<file path="src/rtl/pfx_pkg.sv">
package pfx_pkg;
  localparam int BYTE_W  = 8;
  localparam int IMM_W   = 2 * BYTE_W;
  localparam int MAX_LEN = 4;
  localparam int LEN_W   = $clog2(MAX_LEN + 1);
  localparam int CNT_W   = 2;

  localparam logic [BYTE_W-1:0] CODE_IX = 8'hDD;
  localparam logic [BYTE_W-1:0] CODE_IY = 8'hFD;
  localparam logic [BYTE_W-1:0] CODE_CB = 8'hCB;
  localparam logic [BYTE_W-1:0] CODE_ED = 8'hED;

  typedef enum logic [1:0] {IDX_NONE = 2'd0, IDX_X = 2'd1, IDX_Y = 2'd2} idx_e;
  typedef enum logic [1:0] {PFX_NONE = 2'd0, PFX_CB = 2'd1, PFX_ED = 2'd2} pfx_e;

  typedef enum logic [2:0] {
    S_FIRST = 3'd0,
    S_IDX   = 3'd1,
    S_CB    = 3'd2,
    S_CBOP  = 3'd3,
    S_ED    = 3'd4,
    S_OPER  = 3'd5
  } st_e;

  typedef struct packed {
    logic [LEN_W-1:0]  len;
    idx_e              idx;
    pfx_e              pfx;
    logic [BYTE_W-1:0] opc;
    logic              has_disp;
    logic [BYTE_W-1:0] disp;
    logic [CNT_W-1:0]  imm_n;
    logic [IMM_W-1:0]  imm;
    logic              ignored;
  } rec_t;
endpackage

</file>
<file path="src/rtl/pfx_opclass.sv">
module pfx_opclass
  import pfx_pkg::*;
(
  input  logic [BYTE_W-1:0] opc,
  input  logic              idx_on,
  input  logic              ed_ctx,
  output logic              need_disp,
  output logic [CNT_W-1:0]  imm_n
);
  logic uses_mem;
  logic imm16_root;
  logic imm8_root;
  logic imm16_ed;

  always_comb begin
    uses_mem = 1'b0;
    if (opc[7:6] == 2'b01)
      uses_mem = ((opc[5:3] == 3'b110) || (opc[2:0] == 3'b110)) && (opc != 8'h76);
    else if (opc[7:6] == 2'b10)
      uses_mem = (opc[2:0] == 3'b110);
    else if ((opc == 8'h34) || (opc == 8'h35) || (opc == 8'h36))
      uses_mem = 1'b1;

    imm16_root = ((opc[7:6] == 2'b00) && (opc[3:0] == 4'b0001)) ||
                 (opc == 8'h22) || (opc == 8'h2A) || (opc == 8'h32) || (opc == 8'h3A) ||
                 ((opc[7:6] == 2'b11) && (opc[2:0] == 3'b010)) ||
                 ((opc[7:6] == 2'b11) && (opc[2:0] == 3'b100)) ||
                 (opc == 8'hC3) || (opc == 8'hCD);

    imm8_root  = ((opc[7:6] == 2'b00) && (opc[2:0] == 3'b110)) ||
                 ((opc[7:6] == 2'b11) && (opc[2:0] == 3'b110)) ||
                 ((opc[7:5] == 3'b001) && (opc[2:0] == 3'b000)) ||
                 (opc == 8'h10) || (opc == 8'h18) || (opc == 8'hD3) || (opc == 8'hDB);

    imm16_ed   = (opc[7:6] == 2'b01) && (opc[2:0] == 3'b011);

    need_disp = idx_on && !ed_ctx && uses_mem;

    if (ed_ctx)
      imm_n = imm16_ed ? 2'd2 : 2'd0;
    else if (imm16_root)
      imm_n = 2'd2;
    else if (imm8_root)
      imm_n = 2'd1;
    else
      imm_n = 2'd0;
  end
endmodule

</file>
<file path="src/rtl/pfx_seq.sv">
module pfx_seq
  import pfx_pkg::*;
(
  input  logic              clk,
  input  logic              rst,
  input  logic              take,
  input  logic [BYTE_W-1:0] byte_in,
  output rec_t              rec_out,
  output logic              fire
);
  st_e              st, st_n;
  rec_t             acc, acc_n;
  logic             pend_disp, pend_n;
  logic [CNT_W-1:0] rem, rem_n;
  logic             imm_hi, hi_n;
  logic             opc_land;
  logic             cls_disp;
  logic [CNT_W-1:0] cls_imm;
  logic             is_ovr;

  pfx_opclass u_cls (
    .opc       (byte_in),
    .idx_on    (st == S_IDX),
    .ed_ctx    (st == S_ED),
    .need_disp (cls_disp),
    .imm_n     (cls_imm)
  );

  assign is_ovr = (byte_in == CODE_IX) || (byte_in == CODE_IY);

  always_comb begin
    st_n     = st;
    acc_n    = acc;
    pend_n   = pend_disp;
    rem_n    = rem;
    hi_n     = imm_hi;
    fire     = 1'b0;
    rec_out  = acc;
    opc_land = 1'b0;
    if (take) begin
      unique case (st)
        S_FIRST: begin
          acc_n     = '0;
          acc_n.len = LEN_W'(1);
          acc_n.opc = byte_in;
          if (is_ovr) begin
            acc_n.idx = (byte_in == CODE_IX) ? IDX_X : IDX_Y;
            st_n      = S_IDX;
          end else if (byte_in == CODE_CB) begin
            acc_n.pfx = PFX_CB;
            st_n      = S_CB;
          end else if (byte_in == CODE_ED) begin
            acc_n.pfx = PFX_ED;
            st_n      = S_ED;
          end else begin
            opc_land = 1'b1;
          end
        end
        S_IDX: begin
          if (is_ovr || (byte_in == CODE_ED)) begin
            fire            = 1'b1;
            rec_out         = acc;
            rec_out.ignored = 1'b1;
            acc_n           = '0;
            acc_n.len       = LEN_W'(1);
            acc_n.opc       = byte_in;
            if (byte_in == CODE_ED) begin
              acc_n.pfx = PFX_ED;
              st_n      = S_ED;
            end else begin
              acc_n.idx = (byte_in == CODE_IX) ? IDX_X : IDX_Y;
              st_n      = S_IDX;
            end
          end else if (byte_in == CODE_CB) begin
            acc_n.len = acc.len + LEN_W'(1);
            acc_n.pfx = PFX_CB;
            st_n      = S_CB;
          end else begin
            acc_n.len = acc.len + LEN_W'(1);
            acc_n.opc = byte_in;
            opc_land  = 1'b1;
          end
        end
        S_ED: begin
          acc_n.len = acc.len + LEN_W'(1);
          acc_n.opc = byte_in;
          opc_land  = 1'b1;
        end
        S_CB: begin
          acc_n.len = acc.len + LEN_W'(1);
          if (acc.idx != IDX_NONE) begin
            acc_n.disp     = byte_in;
            acc_n.has_disp = 1'b1;
            st_n           = S_CBOP;
          end else begin
            acc_n.opc = byte_in;
            fire      = 1'b1;
            rec_out   = acc_n;
            st_n      = S_FIRST;
          end
        end
        S_CBOP: begin
          acc_n.len = acc.len + LEN_W'(1);
          acc_n.opc = byte_in;
          fire      = 1'b1;
          rec_out   = acc_n;
          st_n      = S_FIRST;
        end
        S_OPER: begin
          acc_n.len = acc.len + LEN_W'(1);
          if (pend_disp) begin
            acc_n.disp = byte_in;
            pend_n     = 1'b0;
          end else if (!imm_hi) begin
            acc_n.imm[BYTE_W-1:0] = byte_in;
            hi_n                  = 1'b1;
          end else begin
            acc_n.imm[IMM_W-1:BYTE_W] = byte_in;
          end
          rem_n = rem - CNT_W'(1);
          if (rem == CNT_W'(1)) begin
            fire    = 1'b1;
            rec_out = acc_n;
            st_n    = S_FIRST;
          end
        end
        default: st_n = S_FIRST;
      endcase
      if (opc_land) begin
        acc_n.has_disp = cls_disp;
        acc_n.imm_n    = cls_imm;
        if (!cls_disp && (cls_imm == '0)) begin
          fire    = 1'b1;
          rec_out = acc_n;
          st_n    = S_FIRST;
        end else begin
          pend_n = cls_disp;
          rem_n  = {{(CNT_W-1){1'b0}}, cls_disp} + cls_imm;
          hi_n   = 1'b0;
          st_n   = S_OPER;
        end
      end
    end
  end

  always_ff @(posedge clk) begin
    if (rst) begin
      st        <= S_FIRST;
      acc       <= '0;
      pend_disp <= 1'b0;
      rem       <= '0;
      imm_hi    <= 1'b0;
    end else begin
      st        <= st_n;
      acc       <= acc_n;
      pend_disp <= pend_n;
      rem       <= rem_n;
      imm_hi    <= hi_n;
    end
  end
endmodule

</file>
<file path="src/rtl/pfx_outreg.sv">
module pfx_outreg
  import pfx_pkg::*;
(
  input  logic clk,
  input  logic rst,
  input  logic load,
  input  rec_t rec_in,
  input  logic pop,
  output rec_t rec_q,
  output logic vld
);
  always_ff @(posedge clk) begin
    if (rst) begin
      vld   <= 1'b0;
      rec_q <= '0;
    end else if (load) begin
      vld   <= 1'b1;
      rec_q <= rec_in;
    end else if (pop) begin
      vld   <= 1'b0;
    end
  end
endmodule

</file>
<file path="src/rtl/pfx_instr_decoder.sv">
module pfx_instr_decoder
  import pfx_pkg::*;
(
  input  logic              clk,
  input  logic              rst,
  input  logic              in_valid,
  output logic              in_ready,
  input  logic [BYTE_W-1:0] in_byte,
  output logic              out_valid,
  input  logic              out_ready,
  output logic [LEN_W-1:0]  out_len,
  output logic [1:0]        out_idx,
  output logic [1:0]        out_pfx,
  output logic [BYTE_W-1:0] out_opcode,
  output logic              out_has_disp,
  output logic [BYTE_W-1:0] out_disp,
  output logic [CNT_W-1:0]  out_imm_n,
  output logic [IMM_W-1:0]  out_imm,
  output logic              out_ignored
);
  logic take;
  logic fire;
  rec_t rec_new;
  rec_t rec_q;

  assign in_ready = !(out_valid && !out_ready);
  assign take     = in_valid && in_ready;

  pfx_seq u_seq (
    .clk     (clk),
    .rst     (rst),
    .take    (take),
    .byte_in (in_byte),
    .rec_out (rec_new),
    .fire    (fire)
  );

  pfx_outreg u_out (
    .clk    (clk),
    .rst    (rst),
    .load   (fire),
    .rec_in (rec_new),
    .pop    (out_ready),
    .rec_q  (rec_q),
    .vld    (out_valid)
  );

  assign out_len      = rec_q.len;
  assign out_idx      = rec_q.idx;
  assign out_pfx      = rec_q.pfx;
  assign out_opcode   = rec_q.opc;
  assign out_has_disp = rec_q.has_disp;
  assign out_disp     = rec_q.disp;
  assign out_imm_n    = rec_q.imm_n;
  assign out_imm      = rec_q.imm;
  assign out_ignored  = rec_q.ignored;
endmodule

</file>
<file path="config.mk">
export PLATFORM = sky130hd
export DESIGN_NAME = pfx_instr_decoder
export DESIGN_NICKNAME = d
export VERILOG_FILES = /design/src/rtl/pfx_pkg.sv /design/src/rtl/pfx_opclass.sv /design/src/rtl/pfx_seq.sv /design/src/rtl/pfx_outreg.sv /design/src/rtl/pfx_instr_decoder.sv
export SDC_FILE = /design/constraint.sdc
export NUM_CORES = 1
export LEC_CHECK = 0
export ABC_AREA = 1
export BUFFER_PORTS_ARGS = -buffer_cell sky130_fd_sc_hd__buf_2
export CORE_AREA = 2 2 121 123
export CTS_CLUSTER_DIAMETER = 150
export DETAILED_ROUTE_END_ITERATION = 10
export DIE_AREA = 0 0 123 125
export REMOVE_ABC_BUFFERS = 1
export SYNTH_ARGS = -nofsm -noshare
export SYNTH_HDL_FRONTEND = slang
export SYNTH_SLANG_ARGS = --single-unit
</file>
<file path="constraint.sdc">
create_clock -name clk -period 2.5 [get_ports clk]
set_input_delay 0.375 -clock clk [delete_from_list [all_inputs] [get_ports clk]]
set_output_delay 0.375 -clock clk [all_outputs]
set_load 0.01 [all_outputs]
</file>
==> results of run 1 <==
==> power groups by stage <==
stage	sequential [mW]	combinational, mW	clock [mW]
3_5_place_dp	1.87	1.85	0
4_1_cts	1.84	1.86	1.42
2_1_floorplan	1.93	1.05	0
5_1_grt	1.87	2.09	1.50
3_3_place_gp	1.87	1.85	0
6_report	1.84	1.85	1.38
==> area by class of cell <==
class                           count  area [um2]
Fill cell                        1545        7200
Multi-Input combinational cell    724        3490
Sequential cell                    94        1880
Timing Repair Buffer               99         678
Inverter                          113         424
Clock buffer                       11         243
Tap cell                          184         230
Clock inverter                      4        47.5
==> state kept, by name, indices dropped and copies added (netlist names) <==
| register | count |
|---|---|
| u_seq.st | 3 |
| u_seq.imm_hi | 1 |
| u_seq.acc | 43 |
| u_out.rec_q | 43 |
| u_seq.rem | 2 |
| u_out.vld | 1 |
| u_seq.pend_disp | 1 |
==> per-layer routing <==
| layer | vias to the layer above | routed length [um] | share of wire |
|---|---|---|---|
| met3 | 30 | 807 | 0.043 |
| met1 | 2915 | 8990 | 0.48 |
| li1 | 3348 | - | - |
| met4 | 0 | 484 | 0.026 |
| met2 | 162 | 8340 | 0.45 |
| met5 | - | 0 | 0 |
==> stage by stage <==
| stage | setup TNS, ns | utilization | cells |
|---|---|---|---|
| after global placement | 0 | 0.472 | 1214 |
| after CTS | 0 | 0.493 | 1229 |
| final | 0 | 0.493 | 1229 |
| after detailed placement | 0 | 0.472 | 1214 |
| after floorplan | -32.91 | - | 931 |
| after global routing | 0 | 0.493 | 1229 |
==> synth_stat cells <==
cell / instances
o21a_1: 1
nand3b_1: 1
nand2_2: 6
buf_1: 3
buf_2: 12
a22oi_1: 17
nand2_4: 1
o21ai_0: 68
nand3_1: 44
o21ai_1: 47
o211ai_1: 38
buf_6: 4
nor2_4: 6
o21bai_4: 1
xor2_1: 1
a31oi_1: 1
buf_4: 9
dfxtp_1: 94
o221ai_1: 7
nor4_1: 1
ha_1: 5
a21oi_2: 2
a21oi_1: 48
nand3_2: 4
and2_1: 2
nor3_1: 4
o21ai_2: 1
a211oi_1: 5
nand2_1: 230
nand4_1: 15
inv_1: 100
nor2_1: 160
inv_2: 13
nor2_2: 5
xnor2_1: 2
clkbuf_1: 30
o21bai_1: 1
==> logic make-up after synthesis <==
group                    synth area share
AND/OR/NAND/NOR                     0.330
AO/OA/AOI/OAI                       0.229
buffers and inverters               0.118
flip-flops                          0.309
adder cells (fa/ha/maj)            0.0103
XOR/XNOR                          0.00431
==> final timing paths <==
path	startpoint	depth (start not counted)	slack [ns]	end
worst max-delay path	u_seq.st[2]$_SDFFE_PP0P_	10	0.24	u_out.rec_q[6]$_SDFFE_PP0P_
worst min-delay path	out_ready	4	0.36	u_out.vld$_SDFFE_PP0P_
worst max register to register	u_seq.st[2]$_SDFFE_PP0P_	10	0.24	u_out.rec_q[6]$_SDFFE_PP0P_
worst min register to register	u_seq.acc[17]$_SDFFE_PP0P_	2	0.45	u_seq.acc[17]$_SDFFE_PP0P_
==> critical path: stages, from the launching register on <==
cell and delay, ns:
dfxtp_1 0.46, inv_2 0.15, nand2_1 0.18, inv_1 0.11, o21ai_2 0.69, a21oi_1 0.20, inv_1 0.10, nand2_1 0.05
o21ai_1 0.11, nor2_1 0.05, nor2_1 0.08
==> results_dict.tcl, run 1 <==
set metrics [dict create \
    slew_headroom 0.405 \
    ys_warn_count 0 \
    final_cell_area_mm2 0.00700 \
    timing_hold_violations_final 0 \
    antenna_cells_inserted 0 \
    cts_tree "built" \
    area.growth.synth_to_final_pct 14.8 \
    post-dp-hpwl_um 13400 \
    setup_viol 0 \
    place_ws_ns 0.0325 \
    globalplace.congestion 0.996 \
    die_height_um 125 \
    syn-cell-area_mm2 0.00610 \
    fin_worst_hold_slack_ns 0.360 \
    postCtsSetupBuffers 0 \
    initial_antenna_violation_count 0 \
    top_usage_layer "met2" \
    dieArea_mm2 0.0154 \
    power_report.internal_total_mw 3.17 \
    ant_nets 0 \
    clock.fmax_mhz 443 \
    wire_length_of_the_first_global_routing_pass_um 30800 \
    clock_latency_ns 0.36 \
    cp.arrival_ns 2.56 \
    post_synth_inst_count 989 \
    hp-class "in2reg" \
    clock_power_share 0.272 \
    cts_buffers 9 \
    rsz0062_at_grt "no" \
    vias_per_cell 5.25 \
    status "finished clean" \
    synth_seq_cells 94 \
    p_leak_nw 3.43 \
    cp_max_fo 16 \
    route.vias.total 6455 \
    rows 44 \
    finClkSkew_ns 0.00850 \
    largest_cells_by_area_after_synthesis "dfxtp_1, nand2_1, nor2_1" \
    timing.critical_path.from_type "flip-flop" \
    synth_area_leader_cell "dfxtp_1" \
    io_pins 57 \
    yosys.cell_types.count 37 \
    critPathRequiredTime_ns 2.80 \
    layout.cells.most_common_list "nand2_1, nor2_1, inv_1" \
    track_usage 0.254 \
    end_kind "flip-flop" \
    detail_route.drc_violations 0 \
    routed_wire_length_um 18600 \
    total_switching_power_mw 1.91 \
    drt_first_pass_iters 5 \
    met1_grt_util 0.351 \
    fp.dieW_um 123 \
    clock_path_buffers 2 \
    maxCapViolations 0 \
    number_of_design_rule_violations_left_by_the_first_detailed_router_iteration 476 \
    portBuffers 56 \
    h-tree-depth 3 \
    fp.coreArea_mm2 0.0142 \
    cts-resized-gates 0 \
    overflow 0 \
    cts_num_sinks 94 \
    cts_hold_buffers 0 \
    first_global_vias 5999 \
    synth_seq_area_share 0.309 \
    initial_cell_density_of_the_core 0.429 \
    timing_worst_slew_pin_value_ns 0.893 \
    gr-usage-met2 0.403 \
    worst_setup_hold_path_clk_slew_ns 0.06 \
    grt_start_max_net_pins 42 \
    fin_nets 1058 \
    placement.cell_area_mm2 0.00671 \
    fin_crit_sh 0.902 \
    power.share.switching 0.376 \
    routed_wl_per_cell_um 15.2 \
    final_layout_size_suffix_gt1_frac 0.146 \
    timing.final.max_slew_violations 0 \
    worst_slack_ns 0.245 \
    total_power_draw_mw 5.08 \
    pwr_density_cell_mw_per_mm2 725 \
    syn_area_per_cell_um2 6.16 \
    worstSetupPathType "reg2reg" \
    groute.layer.met3.usage 0.0360 \
    layout.cells.most_common "nand2_1" \
    ctsRootBufferMaster "clkbuf_16" \
    synth_top_cell_area_share 0.309 \
    ir_worst_vdd_uv 396 \
    final.min_clock_period_ns 2.26 \
    comb_pwr_share 0.365 \
    pwr-share-seq 0.362 \
]
No activity file was read; power rests on OpenSTA's default activity.
==> run 2, diff against run 1 <==
- clock period: 2.5 -> 2.9 ns (I/O delays scaled with it)
==> run 2 against run 1 <==
  * First-iteration DRC count down 10%
  * Clock-buffer cell count is 2 higher
  * Design area decreased by 2.7%
==> results_dict.tcl, run 2 (same netlist as run 1, synthesis figures left out) <==
set metrics [dict create \
    fp.coreArea_mm2 0.0142 \
    initial_cell_density_of_the_core 0.429 \
    placed_cells 1192 \
    vias_per_cell 5.35 \
    first_global_vias 5767 \
    clock_path_buffers 2 \
    ir_worst_vdd_uv 301 \
    cts_num_sinks 94 \
    hp-class "in2reg" \
    layout.cells.most_common "nand2_1" \
    initial_antenna_violation_count 0 \
    cts-resized-gates 0 \
    biggest_registers_after_layout "u_out.rec_q: 43 flops, u_seq.acc: 43 flops, u_seq.st: 3 flops" \
    p_leak_nw 3.32 \
    maxCapViolations 0 \
    wire_length_of_the_first_global_routing_pass_um 30200 \
    hp-start "out_ready" \
    postCtsSetupBuffers 0 \
    ctsRootBufferMaster "clkbuf_16" \
    count_of_cells_along_the_worst_hold_path 4 \
    routed_wire_length_um 18500 \
    critPathRequiredTime_ns 3.20 \
    post-dp-hpwl_um 12800 \
    worstSetupPathType "reg2reg" \
    crit_path_frequent_cell "nor2_2" \
    timing_hold_violations_final 0 \
    number_of_design_rule_violations_left_by_the_first_detailed_router_iteration 428 \
    dieArea_mm2 0.0154 \
    clock.fmax_mhz 397 \
    fin_nets 1036 \
    slew_headroom 0.344 \
    crit_path_cell_trace "nor2_2 -> inv_1 -> nor2_2 -> inv_2 -> nand3_2 -> nor2_2 -> nor2_4 -> inv_2 -> nand2_2 -> buf_4 -> o21ai_0 -> nor2_1" \
    portBuffers 56 \
    cp.arrival_ns 2.81 \
    layout.cells.most_common_list "nand2_1, nor2_1, inv_1" \
    timing.final.max_slew_violations 0 \
    cp_max_fo 35 \
    timing.critical_path.from_type "flip-flop" \
    total_power_draw_mw 4.31 \
    cp_num_buf_inv 4 \
    worst_setup_hold_path_clk_slew_ns 0.07 \
    routed_wl_per_cell_um 15.4 \
    worstReg2RegEnd "u_out.rec_q[13]$_SDFFE_PP0P_" \
    globalplace.congestion 1.01 \
    antenna_cells_inserted 0 \
    die_height_um 125 \
    setup_viol 0 \
    end_kind "flip-flop" \
    timing.critical_path.slowest_cell_delay_ns 0.42 \
    worstHoldEndpoint "u_out.vld$_SDFFE_PP0P_" \
    h-tree-depth 3 \
    fin_crit_sh 0.868 \
    rsz0062_at_grt "no" \
    io_pins 57 \
    route.vias.total 6457 \
    detail_route.drc_violations 0 \
    path_delay_family "simple AND/OR/NAND/NOR gates" \
    worst_path_max_delay_cell "buf_4" \
    worst_slack_ns 0.383 \
    final.min_clock_period_ns 2.52 \
    r2r.worst_path.cells 12 \
    track_usage 0.249 \
    cts_buffers 9 \
    area.growth.synth_to_final_pct 11.7 \
    final-instance-count-excl-fill 1208 \
    overflow 0 \
    cts_tree "built" \
    timing_worst_slew_pin_value_ns 0.981 \
    finClkSkew_ns 0.00926 \
    final_layout_size_suffix_gt1_frac 0.128 \
    place_ws_ns 0.204 \
    cts_hold_buffers 0 \
    rows 44 \
    fp.dieW_um 123 \
    status "finished clean" \
    grt_start_max_net_pins 42 \
    drt_first_pass_iters 6 \
    clock_latency_ns 0.36 \
    r2r_slack_ns 0.38 \
    pwr_density_cell_mw_per_mm2 633 \
    worstReg2RegStart "u_seq.acc[38]$_SDFFE_PP0P_" \
    ant_nets 0 \
]
## run 2: layout make-up
class / count / area (um2)
flip-flops and latches: 94 / 1880
fillers: 1529 / 7390
inverters: 113 / 424
clock buffers: 13 / 260
repair buffers: 77 / 475
clock inverters: 3 / 42.5
well taps: 184 / 230
multi-input cells: 724 / 3490
## run 2: worst max-delay path by stage
stage / start / end / slack, ns / cells past startpoint
2_1_floorplan: out_ready / u_out.rec_q[28]$_SDFFE_PP0P_ / -0.42 / 7
4_1_cts: u_seq.acc[38]$_SDFFE_PP0P_ / u_out.rec_q[13]$_SDFFE_PP0P_ / 0.39 / 12
3_3_place_gp: in_byte[0] / u_out.rec_q[16]$_SDFFE_PP0P_ / 0.22 / 13
5_1_grt: u_seq.acc[38]$_SDFFE_PP0P_ / u_out.rec_q[33]$_SDFFE_PP0P_ / 0.11 / 12
6_report: u_seq.acc[38]$_SDFFE_PP0P_ / u_out.rec_q[13]$_SDFFE_PP0P_ / 0.38 / 12
3_5_place_dp: in_byte[0] / u_out.rec_q[13]$_SDFFE_PP0P_ / 0.20 / 13
## run 2: per-stage QoR
stage / TNS, ns / hold WS (ns) / area (um2) / utilization
6_report: 0 / 0.423 / 6810 / 0.479
4_1_cts: 0 / 0.419 / 6810 / 0.479
3_5_place_dp: 0 / 0.437 / 6510 / 0.458
2_1_floorplan: -16.16 / 0.421 / 5800 / -
5_1_grt: 0 / 0.467 / 6810 / 0.479
3_3_place_gp: 0 / 0.435 / 6510 / 0.458
## run 2: report_power, final
group	switching (mW)	internal [mW]	leakage, nW
sequential	0.117	1.47	0.773
combinational	1.00	0.490	2.40
clock	0.513	0.715	0.146
total	1.63	2.68	3.32
## run 2: worst register-to-register path: stages (launching register included)
cell and delay, ns:
dfxtp_1 0.34, nor2_2 0.36, inv_1 0.16, nor2_2 0.27, inv_2 0.12, nand3_2 0.15, nor2_2 0.08, nor2_4 0.10
inv_2 0.04, nand2_2 0.14, buf_4 0.42, o21ai_0 0.17, nor2_1 0.12
## run 2: routing by layer
metal  share of wire  GRT usage  vias up  wire [um]
met4           0.022     0.0889        0        411
met5               0          0        -          0
met2            0.45      0.392      197       8380
li1                -          -     3299          -
met3           0.054     0.0383       27        998
met1            0.47      0.343     2934       8760
==> run 3, diff against run 2 <==
- GPL_TIMING_DRIVEN: default -> 0
==> run 3 against run 2 <==
  * Clock power is 7% higher
  * Sequential share of layout area up 0.24 points
  * Setup slack lost 0.17 ns
  * Register-to-register slack got worse by 0.10 ns
  * Combinational power barely moved
  * Design area fell by 0.86%
  * Routed wire length shrank 3.2%
  * Core utilization is 0.41 points lower
  * Total power increased by 1.1%
  * Via count fell by 2.6%
  * Sequential power is essentially flat
  * Largest cell class unchanged
==> results_dict.tcl, run 3 (same netlist as run 1, synthesis figures left out) <==
set metrics [dict create \
    placement.cell_area_mm2 0.00635 \
    critPathRequiredTime_ns 3.15 \
    pwr_density_cell_mw_per_mm2 646 \
    worst_slack_ns 0.212 \
    register_area_mm2 0.00188 \
    maxCapViolations 0 \
    fin_worst_hold_slack_ns 0.412 \
    r2r.worst_path.cells 11 \
    area.growth.synth_to_final_pct 10.7 \
    worstReg2RegStart "u_out.vld$_SDFFE_PP0P_" \
    timing_hold_violations_final 0 \
    dieArea_mm2 0.0154 \
    worstHoldEndpoint "u_out.vld$_SDFFE_PP0P_" \
    ant_nets 0 \
    io_pins 57 \
    globalplace.congestion 0.951 \
    n_fill_cell 1551 \
    ctsRootBufferMaster "clkbuf_16" \
    wire_length_of_the_first_global_routing_pass_um 28300 \
    cts_buffers 9 \
    count_of_cells_along_the_worst_hold_path 4 \
    total_power_draw_mw 4.36 \
    fp.coreArea_mm2 0.0142 \
    timing_worst_slew_pin_value_ns 1.18 \
    initial_cell_density_of_the_core 0.429 \
    clock.fmax_mhz 372 \
    biggest_registers_after_layout "u_out.rec_q: 43 flops, u_seq.acc: 43 flops, u_seq.st: 3 flops" \
    r2r_slack_ns 0.28 \
    fin_nets 1021 \
    route.vias.total 6291 \
    final-instance-count-excl-fill 1193 \
    end_kind "flip-flop" \
    post-dp-hpwl_um 11400 \
    total_area_of_multi_input_combinational_cells_mm2 0.00355 \
    cp.arrival_ns 2.94 \
    place_ws_ns -1.10 \
    grt_start_max_net_pins 57 \
    clock_path_buffers 2 \
    p_leak_nw 3.25 \
    layout.core_utilization 0.475 \
    timing.final.max_slew_violations 0 \
    fp.dieW_um 123 \
    hp-start "out_ready" \
    antenna_cells_inserted 0 \
    timing.critical_path.from_type "input port" \
    drt_first_pass_iters 5 \
    rsz0062_at_grt "no" \
    track_usage 0.235 \
    finClkSkew_ns 0.00800 \
    hp-class "in2reg" \
    final_cell_area_mm2 0.00675 \
    cts_num_sinks 94 \
    worstSetupPathType "in2reg" \
    die_height_um 125 \
    cts_tree "built" \
    portBuffers 56 \
    setup_viol 0 \
    fin_crit_sh 0.927 \
    slew_headroom 0.211 \
    overflow 0 \
    initial_antenna_violation_count 0 \
    ir_worst_vdd_uv 289 \
    routed_wl_per_cell_um 15.0 \
    first_global_vias 5366 \
    worst_setup_hold_path_clk_slew_ns 0.07 \
    h-tree-depth 3 \
    number_of_design_rule_violations_left_by_the_first_detailed_router_iteration 467 \
    final.min_clock_period_ns 2.69 \
    cts_hold_buffers 0 \
    worstReg2RegEnd "u_out.rec_q[36]$_SDFFE_PP0P_" \
    rows 44 \
    totalNegativeSetupSlack_ns 0 \
    vias_per_cell 5.27 \
    final_layout_size_suffix_gt1_frac 0.118 \
    routed_wire_length_um 17900 \
    layout.cells.most_common_list "nand2_1, nor2_1, inv_1" \
    cp_max_fo 20 \
    clock_latency_ns 0.36 \
    layout.cells.most_common "nand2_1" \
    status "finished clean" \
    detail_route.drc_violations 0 \
    placed_cells 1173 \
]
[run 3: critical path: stages]
cell and delay, ns:
buf_2 0.26, inv_1 0.26, nand2_1 0.11, nor2_1 0.04, nand2_1 0.30, nand3_1 0.15, nand2_2 0.31, inv_2 0.12
nand2_1 0.25, nand3_4 0.34, nor2_1 0.27, nor2_1 0.07
[run 3: cell type report]
class                      instances  area share
clock buffer                      11      0.0360
clock inverter                     5      0.0120
inverter                         113      0.0628
multi-input combinational        726       0.527
sequential                        94       0.279
tap                              184      0.0341
timing repair buffer              60      0.0497
[run 3: how the worst max path moves through the flow]
stage,cells past startpoint,slack (ns),from,to
final,12,0.21,in_byte[2],u_out.rec_q[23]$_SDFFE_PP0P_
after global routing,10,0.02,u_out.vld$_SDFFE_PP0P_,u_out.rec_q[33]$_SDFFE_PP0P_
after CTS,13,0.06,u_seq.st[0]$_SDFFE_PP0P_,u_out.rec_q[36]$_SDFFE_PP0P_
after detailed placement,11,-1.10,u_seq.st[0]$_SDFFE_PP0P_,u_out.rec_q[28]$_SDFFE_PP0P_
after global placement,8,-2.26,out_ready,u_out.rec_q[28]$_SDFFE_PP0P_
after floorplan,7,-0.42,out_ready,u_out.rec_q[28]$_SDFFE_PP0P_
[run 3: timing repair]
action | 4_1_cts | 5_1_grt
setup endpoints to repair | 44 | 44
buffers inserted | 0 | 2
resized for setup | 7 | 0
gates cloned | 2 | 0
pin swaps | 1 | 1
[run 3: metal layers]
layer | up-vias | share of wire | GRT usage
met5 | - | 0 | 0
met4 | 0 | 0.028 | 0.0929
met3 | 31 | 0.058 | 0.0506
met2 | 172 | 0.44 | 0.348
met1 | 2810 | 0.47 | 0.330
li1 | 3278 | - | -
[run 3: power by group]
part	switching (mW)	leakage, nW	internal (mW)
clock network	0.531	0.156	0.781
logic	1.01	2.32	0.450
registers	0.116	0.773	1.47
total	1.66	3.25	2.70
